==> src/rtl/csi_pkg.sv <==
package csi_pkg;

  typedef enum logic [1:0] {
    MODE_TDM = 2'd0,
    MODE_I2S = 2'd1,
    MODE_ACL = 2'd2,
    MODE_ALT = 2'd3
  } csi_mode_e;

  localparam int TAG_BITS = 16;

  // Number of bits in a slot for the given framing rule.
  function automatic int slot_bits(logic [1:0] mode, int slot, int wlen_m1);
    if (mode == MODE_ACL && slot == 0) return TAG_BITS;
    return wlen_m1 + 1;
  endfunction

  // Whether the sampled frame-sync level counts as a sync event.
  function automatic logic sync_hit(logic [1:0] mode, logic fs_now, logic fs_prev);
    if (mode == MODE_I2S) return fs_now ^ fs_prev;
    return fs_now;
  endfunction

  // Mask with the low 'bits' bits set.
  function automatic logic [31:0] low_mask(int bits);
    if (bits >= 32) return '1;
    return (32'd1 << bits) - 32'd1;
  endfunction

endpackage

==> src/rtl/csi_pin_sync.sv <==
module csi_pin_sync #(
  parameter int DATA_PINS = 2,
  parameter int STAGES    = 2
) (
  input  logic                 clk,
  input  logic                 rst_n,
  input  logic                 bclk_raw,
  input  logic [DATA_PINS-1:0] data_raw,
  output logic [DATA_PINS-1:0] data_s,
  output logic                 bclk_rise,
  output logic                 bclk_fall
);
  localparam int PINS = DATA_PINS + 1;

  logic [STAGES-1:0][PINS-1:0] stg;
  logic                        bclk_prev;
  logic                        bclk_s;

  always_ff @(posedge clk or negedge rst_n) begin
    if (!rst_n) begin
      stg       <= '0;
      bclk_prev <= 1'b0;
    end else begin
      stg[0] <= {data_raw, bclk_raw};
      for (int i = 1; i < STAGES; i++) stg[i] <= stg[i-1];
      bclk_prev <= stg[STAGES-1][0];
    end
  end

  assign bclk_s    = stg[STAGES-1][0];
  assign data_s    = stg[STAGES-1][PINS-1:1];
  assign bclk_rise = bclk_s & ~bclk_prev;
  assign bclk_fall = ~bclk_s & bclk_prev;
endmodule

==> src/rtl/csi_frame_ctl.sv <==
module csi_frame_ctl
  import csi_pkg::*;
#(
  parameter  int W_MAX    = 16,
  parameter  int SLOT_MAX = 8,
  localparam int LW       = $clog2(W_MAX + 1),
  localparam int WLW      = $clog2(W_MAX),
  localparam int SW       = $clog2(SLOT_MAX)
) (
  input  logic           clk,
  input  logic           rst_n,
  input  logic [1:0]     mode,
  input  logic [WLW-1:0] wlen,
  input  logic [SW-1:0]  slots,
  input  logic           bclk_rise,
  input  logic           fs_s,
  output logic           busy,
  output logic           accept,
  output logic           word_end,
  output logic           frame_last,
  output logic           ever_sync,
  output logic [LW-1:0]  bit_q,
  output logic [LW-1:0]  cur_len,
  output logic [SW-1:0]  slot_q
);
  logic fs_prev;
  logic hit;

  assign cur_len    = LW'(slot_bits(mode, int'(slot_q), int'(wlen)));
  assign hit        = sync_hit(mode, fs_s, fs_prev);
  assign word_end   = busy & bclk_rise & (bit_q == cur_len - LW'(1));
  assign frame_last = word_end & (slot_q == slots);
  // A sync is taken while idle, or on the very last bit of a frame.
  assign accept     = bclk_rise & hit & (~busy | frame_last);

  always_ff @(posedge clk or negedge rst_n) begin
    if (!rst_n) begin
      fs_prev   <= 1'b0;
      busy      <= 1'b0;
      ever_sync <= 1'b0;
      bit_q     <= '0;
      slot_q    <= '0;
    end else begin
      if (bclk_rise) fs_prev <= fs_s;
      if (accept) begin
        busy      <= 1'b1;
        ever_sync <= 1'b1;
        bit_q     <= '0;
        slot_q    <= '0;
      end else if (frame_last) begin
        busy   <= 1'b0;
        bit_q  <= '0;
        slot_q <= '0;
      end else if (word_end) begin
        bit_q  <= '0;
        slot_q <= slot_q + SW'(1);
      end else if (busy && bclk_rise) begin
        bit_q <= bit_q + LW'(1);
      end
    end
  end
endmodule

==> src/rtl/csi_shifter.sv <==
module csi_shifter
  import csi_pkg::*;
#(
  parameter  int W_MAX    = 16,
  parameter  int SLOT_MAX = 8,
  localparam int LW       = $clog2(W_MAX + 1),
  localparam int WLW      = $clog2(W_MAX),
  localparam int SW       = $clog2(SLOT_MAX)
) (
  input  logic             clk,
  input  logic             rst_n,
  input  logic             bclk_rise,
  input  logic             bclk_fall,
  input  logic             sdi_s,
  input  logic             busy,
  input  logic             accept,
  input  logic             word_end,
  input  logic             frame_last,
  input  logic [LW-1:0]    bit_q,
  input  logic [LW-1:0]    cur_len,
  input  logic [SW-1:0]    slot_q,
  input  logic [W_MAX-1:0] tx_word,
  output logic             sdo_out,
  output logic             tx_load,
  output logic [SW-1:0]    tx_slot,
  output logic [W_MAX-1:0] rx_word,
  output logic [SW-1:0]    rx_slot,
  output logic             rx_valid
);
  logic [W_MAX-1:0] tx_sh;
  logic [W_MAX-1:0] rx_sh;
  logic [W_MAX-1:0] rx_next;
  logic [W_MAX-1:0] len_mask;
  logic [WLW-1:0]   tx_idx;

  assign tx_load  = accept | (word_end & ~frame_last);
  assign tx_slot  = accept ? '0 : slot_q + SW'(1);
  assign tx_idx   = WLW'(cur_len - LW'(1) - bit_q);
  assign rx_next  = {rx_sh[W_MAX-2:0], sdi_s};
  assign len_mask = W_MAX'(low_mask(int'(cur_len)));

  always_ff @(posedge clk or negedge rst_n) begin
    if (!rst_n) begin
      tx_sh    <= '0;
      rx_sh    <= '0;
      sdo_out  <= 1'b0;
      rx_word  <= '0;
      rx_slot  <= '0;
      rx_valid <= 1'b0;
    end else begin
      rx_valid <= 1'b0;
      if (tx_load) tx_sh <= tx_word;
      if (bclk_fall) sdo_out <= busy & tx_sh[tx_idx];
      if (bclk_rise && busy) rx_sh <= rx_next;
      if (word_end) begin
        rx_valid <= 1'b1;
        rx_word  <= rx_next & len_mask;
        rx_slot  <= slot_q;
      end
    end
  end
endmodule

==> src/rtl/csi_serial_slave.sv <==
module csi_serial_slave
  import csi_pkg::*;
#(
  parameter  int W_MAX    = 16,
  parameter  int SLOT_MAX = 8,
  localparam int LW       = $clog2(W_MAX + 1),
  localparam int WLW      = $clog2(W_MAX),
  localparam int SW       = $clog2(SLOT_MAX)
) (
  input  logic             clk,
  input  logic             rst_n,
  input  logic [1:0]       cfg_mode,
  input  logic [WLW-1:0]   cfg_wlen,
  input  logic [SW-1:0]    cfg_slots,
  input  logic             bclk_in,
  input  logic             fsync_in,
  input  logic             sdi_in,
  output logic             sdo_out,
  input  logic [W_MAX-1:0] tx_word,
  output logic [SW-1:0]    tx_slot,
  output logic             tx_load,
  output logic [W_MAX-1:0] rx_word,
  output logic [SW-1:0]    rx_slot,
  output logic             rx_valid
);
  logic [1:0]    pins_s;
  logic          bclk_rise, bclk_fall;
  logic          busy, accept, word_end, frame_last, ever_sync;
  logic [LW-1:0] bit_q, cur_len;
  logic [SW-1:0] slot_q;

  csi_pin_sync #(.DATA_PINS(2), .STAGES(2)) u_pins (
    .clk(clk), .rst_n(rst_n), .bclk_raw(bclk_in),
    .data_raw({sdi_in, fsync_in}), .data_s(pins_s),
    .bclk_rise(bclk_rise), .bclk_fall(bclk_fall)
  );

  csi_frame_ctl #(.W_MAX(W_MAX), .SLOT_MAX(SLOT_MAX)) u_ctl (
    .clk(clk), .rst_n(rst_n), .mode(cfg_mode), .wlen(cfg_wlen), .slots(cfg_slots),
    .bclk_rise(bclk_rise), .fs_s(pins_s[0]), .busy(busy), .accept(accept),
    .word_end(word_end), .frame_last(frame_last), .ever_sync(ever_sync),
    .bit_q(bit_q), .cur_len(cur_len), .slot_q(slot_q)
  );

  csi_shifter #(.W_MAX(W_MAX), .SLOT_MAX(SLOT_MAX)) u_shf (
    .clk(clk), .rst_n(rst_n), .bclk_rise(bclk_rise), .bclk_fall(bclk_fall),
    .sdi_s(pins_s[1]), .busy(busy), .accept(accept), .word_end(word_end),
    .frame_last(frame_last), .bit_q(bit_q), .cur_len(cur_len), .slot_q(slot_q),
    .tx_word(tx_word), .sdo_out(sdo_out), .tx_load(tx_load), .tx_slot(tx_slot),
    .rx_word(rx_word), .rx_slot(rx_slot), .rx_valid(rx_valid)
  );
endmodule

==> config.mk <==
export PLATFORM = sky130hd
export DESIGN_NAME = csi_serial_slave
export DESIGN_NICKNAME = d
export VERILOG_FILES = /design/src/rtl/csi_pkg.sv /design/src/rtl/csi_pin_sync.sv /design/src/rtl/csi_frame_ctl.sv /design/src/rtl/csi_shifter.sv /design/src/rtl/csi_serial_slave.sv
export SDC_FILE = /design/constraint.sdc
export NUM_CORES = 1
export LEC_CHECK = 0
export ABC_AREA = 1
export ABC_CLOCK_PERIOD_IN_PS = 9800
export BUFFER_PORTS_ARGS = -buffer_cell sky130_fd_sc_hd__buf_2
export CAP_MARGIN = 20
export CORE_MARGIN = 2
export CORE_UTILIZATION = 62
export CTS_CLUSTER_DIAMETER = 80
export DETAILED_ROUTE_END_ITERATION = 16
export GPL_ROUTABILITY_DRIVEN = 0
export PLACE_DENSITY_LB_ADDON = 0.25
export SLEW_MARGIN = 20
export SYNTH_ARGS = -nofsm -noshare
export SYNTH_HDL_FRONTEND = slang
export SYNTH_SLANG_ARGS = --single-unit
export TNS_END_PERCENT = 10
==> constraint.sdc <==
create_clock -name clk -period 9.8 [get_ports clk]
set_clock_uncertainty 0.05 [all_clocks]
set_input_delay 0.49 -clock clk [delete_from_list [all_inputs] [get_ports clk]]
set_output_delay 0.49 -clock clk [all_outputs]
set_load 0.05 [all_outputs]
==> results.json <==
{
  "run_status": "completed",
  "timing.critical_path.cells": "inv_1 > ha_1 > nand2_1 > inv_1 > nand2_2 > inv_1 > nor2_1 > inv_1 > ha_1 > ha_1 > inv_1 > ha_1 > nand3_1 > nor2_1 > nand3_4 > nor2_4 > inv_4 > nand2_8 > buf_2",
  "grt_util_all_layers_pct": 27.2,
  "die-area_um2": 6990,
  "global_route_wire_length_before_repair_mm": 15.2,
  "placedInstanceArea_um2": 4220,
  "timing.final.hold_violations": 0,
  "path_common_cell": "inv_1",
  "dr.first_iter.drc_count": 254,
  "h-tree-depth": 3,
  "count_of_maximum_capacitance_violations": 0,
  "port_buffer_count": 54,
  "fmaxAchievable_ghz": 0.207,
  "grt_start_max_net_pins": 70,
  "dieHeight_um": 83.6,
  "timing.critical_path.arrival_ns": 4.28,
  "report.final.setup_viol": 0,
  "top_level_ports": 55,
  "worst-path-buf-inv": 7,
  "timing_max_transition_violations_final": 0,
  "critical_path.reg2reg.endpoint": "u_ctl.slot_q[0]",
  "timing.critical_path.max_delay_family": "simple AND/OR/NAND/NOR gates",
  "numCtsBuffers": 9,
  "cts_tree": "built",
  "core_area_um2": 6030,
  "number_of_standard_cells_after_synthesis": 502,
  "drive_gt1_share_pct": 18.0,
  "synthesized_nets": 548,
  "rows": 28,
  "hold_path_class": "input pin to flop",
  "final-seq-area_um2": 1730,
  "setup_total_negative_slack_ns": 0,
  "clock_period_minus_worst_slack_ns": 4.82,
  "critical_path.endpoint_type": "primary output",
  "post_synth_instance_area_um2": 3930,
  "ir_worst_vdd_mv": 0.229,
  "seq_area_frac_synth_pct": 44.0,
  "synth_seq_cells": 69,
  "synth_area_per_cell_um2": 7.82,
  "cpMaxStageDelayCell": "dfrtp_1",
  "totalWireLength_mm": 8.85,
  "area_delta_synth_final_pct": 13.3,
  "drtAntennaViolNets": 0,
  "critical_path.max_fanout": 35,
  "slew_worst_pin_ns": 0.845,
  "clock_latency_ns": 0.37,
  "layout.core_utilization_pct": 73.8,
  "avgRoutedWirePerCell_um": 13.9,
  "hold_depth": 1,
  "clockBufferDepth": 2,
  "critical_path_required_ns": 9.26,
  "startpoint_type": "flop",
  "cts_sinks": 69,
  "cts-root-buf": "clkbuf_8",
  "critPathMaxStageDelay_ns": 0.45,
  "rrSetupSlack_ns": 5.88,
  "drc": 0,
  "initial_antenna_violation_count": 0,
  "route.detailed.vias_per_inst": 5.55,
  "hpwlAfterDp_mm": 6.33,
  "timing.reg2reg.worst_path_depth": 19,
  "min_to": "u_pins.stg[2]",
  "min-delay-start": "sdi_in",
  "post_synth_num_cell_types": 39,
  "final_total_power_mw": 1.22,
  "area_taken_by_multi_input_logic_gates_um2": 1900,
  "finalCritPeriodShare_pct": 49.2,
  "gr-total-overflow": 0,
  "clk_transition_reported_paths_ns": 0.08,
  "layout.nets": 601,
  "cts_repair_resize_count": 0,
  "grt_setup_unrepaired": "no",
  "crit-reg2reg-launch": "u_ctl.slot_q[0]",
  "leakage_nw": 2.51,
  "via_count": 3526,
  "yosys_warnings": 0,
  "power_per_cell_area_nw_per_um2": 274,
  "drt_pass1_iterations": 5,
  "fill_cells": 461,
  "cts.hold.buffers_added": 0,
  "grt_pass1_vias": 3360,
  "diodes": 0,
  "crit_type": "flop to primary output",
  "die_width_um": 83.6,
  "initial_utilization_pct": 65.2,
  "maxSlewHeadroom_pct": 43.7,
  "cts_post_setup_buffers_inserted": 0,
  "final_area_um2": 4450
}
-- worst max-delay path by stage --
stage | from | end | slack [ns] | cells past startpoint
6_report | u_ctl.slot_q[0] | tx_load | 4.98 | 19
5_1_grt | u_ctl.slot_q[0] | tx_load | 4.65 | 19
3_5_place_dp | u_ctl.slot_q[0] | tx_load | 5.42 | 19
3_3_place_gp | u_ctl.slot_q[0] | tx_load | 5.55 | 19
2_1_floorplan | u_ctl.slot_q[0] | tx_slot[0] | 6.10 | 18
4_1_cts | u_ctl.slot_q[0] | tx_load | 5.01 | 19
-- state kept, by name (all words and copies together), names as in the netlist, 2 cells and up --
signal         cells
u_ctl.bit_q        5
u_ctl.slot_q       3
u_pins.data_s      2
u_pins.stg         3
u_shf.rx_sh       15
u_shf.rx_slot      3
u_shf.rx_word     16
u_shf.tx_sh       16
-- report_power, final --
part | total (mW) | internal [mW] | leakage, nW | switching [mW]
sequential | 0.434 | 0.372 | 0.884 | 0.0618
clock | 0.269 | 0.147 | 0.111 | 0.122
combinational | 0.515 | 0.176 | 1.52 | 0.339
-- metrics by stage --
stage / hold slack, ns / instances / setup slack [ns]
2_1_floorplan: 0.144 / 502 / 6.10
3_3_place_gp: 0.282 / 619 / 5.55
3_5_place_dp: 0.293 / 619 / 5.42
4_1_cts: 0.166 / 635 / 5.01
5_1_grt: 0.151 / 635 / 4.65
6_report: 0.172 / 635 / 4.98
-- synthesized netlist by cell type, drive strengths merged --
library cell	count	area, µm²
nand4	8	56.3
nor2	55	226
xnor2	4	35.0
a221o	2	20.0
ha	15	188
nand3b	5	37.5
buf	10	66.3
dfrtp	69	1730
o21ai	25	125
nand3	56	310
nor3	2	10.0
o22ai	2	12.5
nand2	160	639
clkinv	1	3.75
fa	1	20.0
a21oi	7	35.0
inv	57	216
o21bai	1	7.51
a21boi	1	7.51
mux2	9	101
or2	1	6.26
a31oi	1	6.26
clkbuf	3	11.3
xor2	6	52.6
and3	1	6.26
-- kinds of logic after synthesis --
logic type               synth area share (%)
flip-flops                               44.0
AO/OA/AOI/OAI                            5.45
buffers and inverters                    7.58
XOR/XNOR                                 2.23
adder cells (fa/ha/maj)                  5.29
AND/OR/NAND/NOR                          32.9
multiplexers                             2.58
-- layout make-up --
| class | instances | share of cell area (%) |
|---|---|---|
| timing repair buffer | 55 | 6.24 |
| tap | 75 | 2.11 |
| sequential | 69 | 38.8 |
| clock buffer | 9 | 2.78 |
| clock inverter | 7 | 2.31 |
| inverter | 58 | 4.95 |
| multi-input combinational | 362 | 42.8 |
-- routing by layer --
metal | wire, µm | GRT usage, % | up-vias
met1 | 4010 | 35.3 | 1650
met5 | 0 | 0 | -
li1 | - | - | 1703
met2 | 4040 | 43.0 | 143
met4 | 293 | 13.6 | 0
met3 | 512 | 5.93 | 30
-- worst register-to-register path: stages (launching register included) --
cell and delay, ns:
dfrtp_1 0.45, inv_1 0.07, ha_1 0.19, nand2_1 0.06, inv_1 0.04, nand2_2 0.23
inv_1 0.09, nor2_1 0.24, inv_1 0.11, ha_1 0.26, ha_1 0.29, inv_1 0.04
ha_1 0.33, nand3_1 0.09, nor2_1 0.23, nand3_4 0.38, inv_2 0.38, nand2_1 0.11
o21ai_0 0.10, nor2_1 0.06
-- layout by cell type (no fill, tap or decap), types with 2 or more instances in the layout --
master / synthesis / routed
inv_1: 53 / 53
bufinv_16: 0 / 2
a21oi_1: 7 / 7
nor2_4: 2 / 2
inv_6: 0 / 4
xor2_1: 6 / 6
nand4_1: 7 / 7
ha_1: 15 / 15
nor2_2: 2 / 2
dfrtp_1: 69 / 69
buf_2: 5 / 54
nand3_1: 53 / 53
nor3_1: 2 / 2
a221o_1: 2 / 2
o22ai_1: 2 / 2
nor2_1: 51 / 51
clkbuf_8: 0 / 9
xnor2_1: 4 / 4
nand3_4: 2 / 2
mux2_2: 9 / 9
inv_2: 3 / 3
nand2_1: 152 / 152
o21ai_0: 20 / 20
nand2_2: 6 / 6
o21ai_1: 5 / 5
nand3b_1: 5 / 5
No activity file was read; power rests on OpenSTA's default activity.
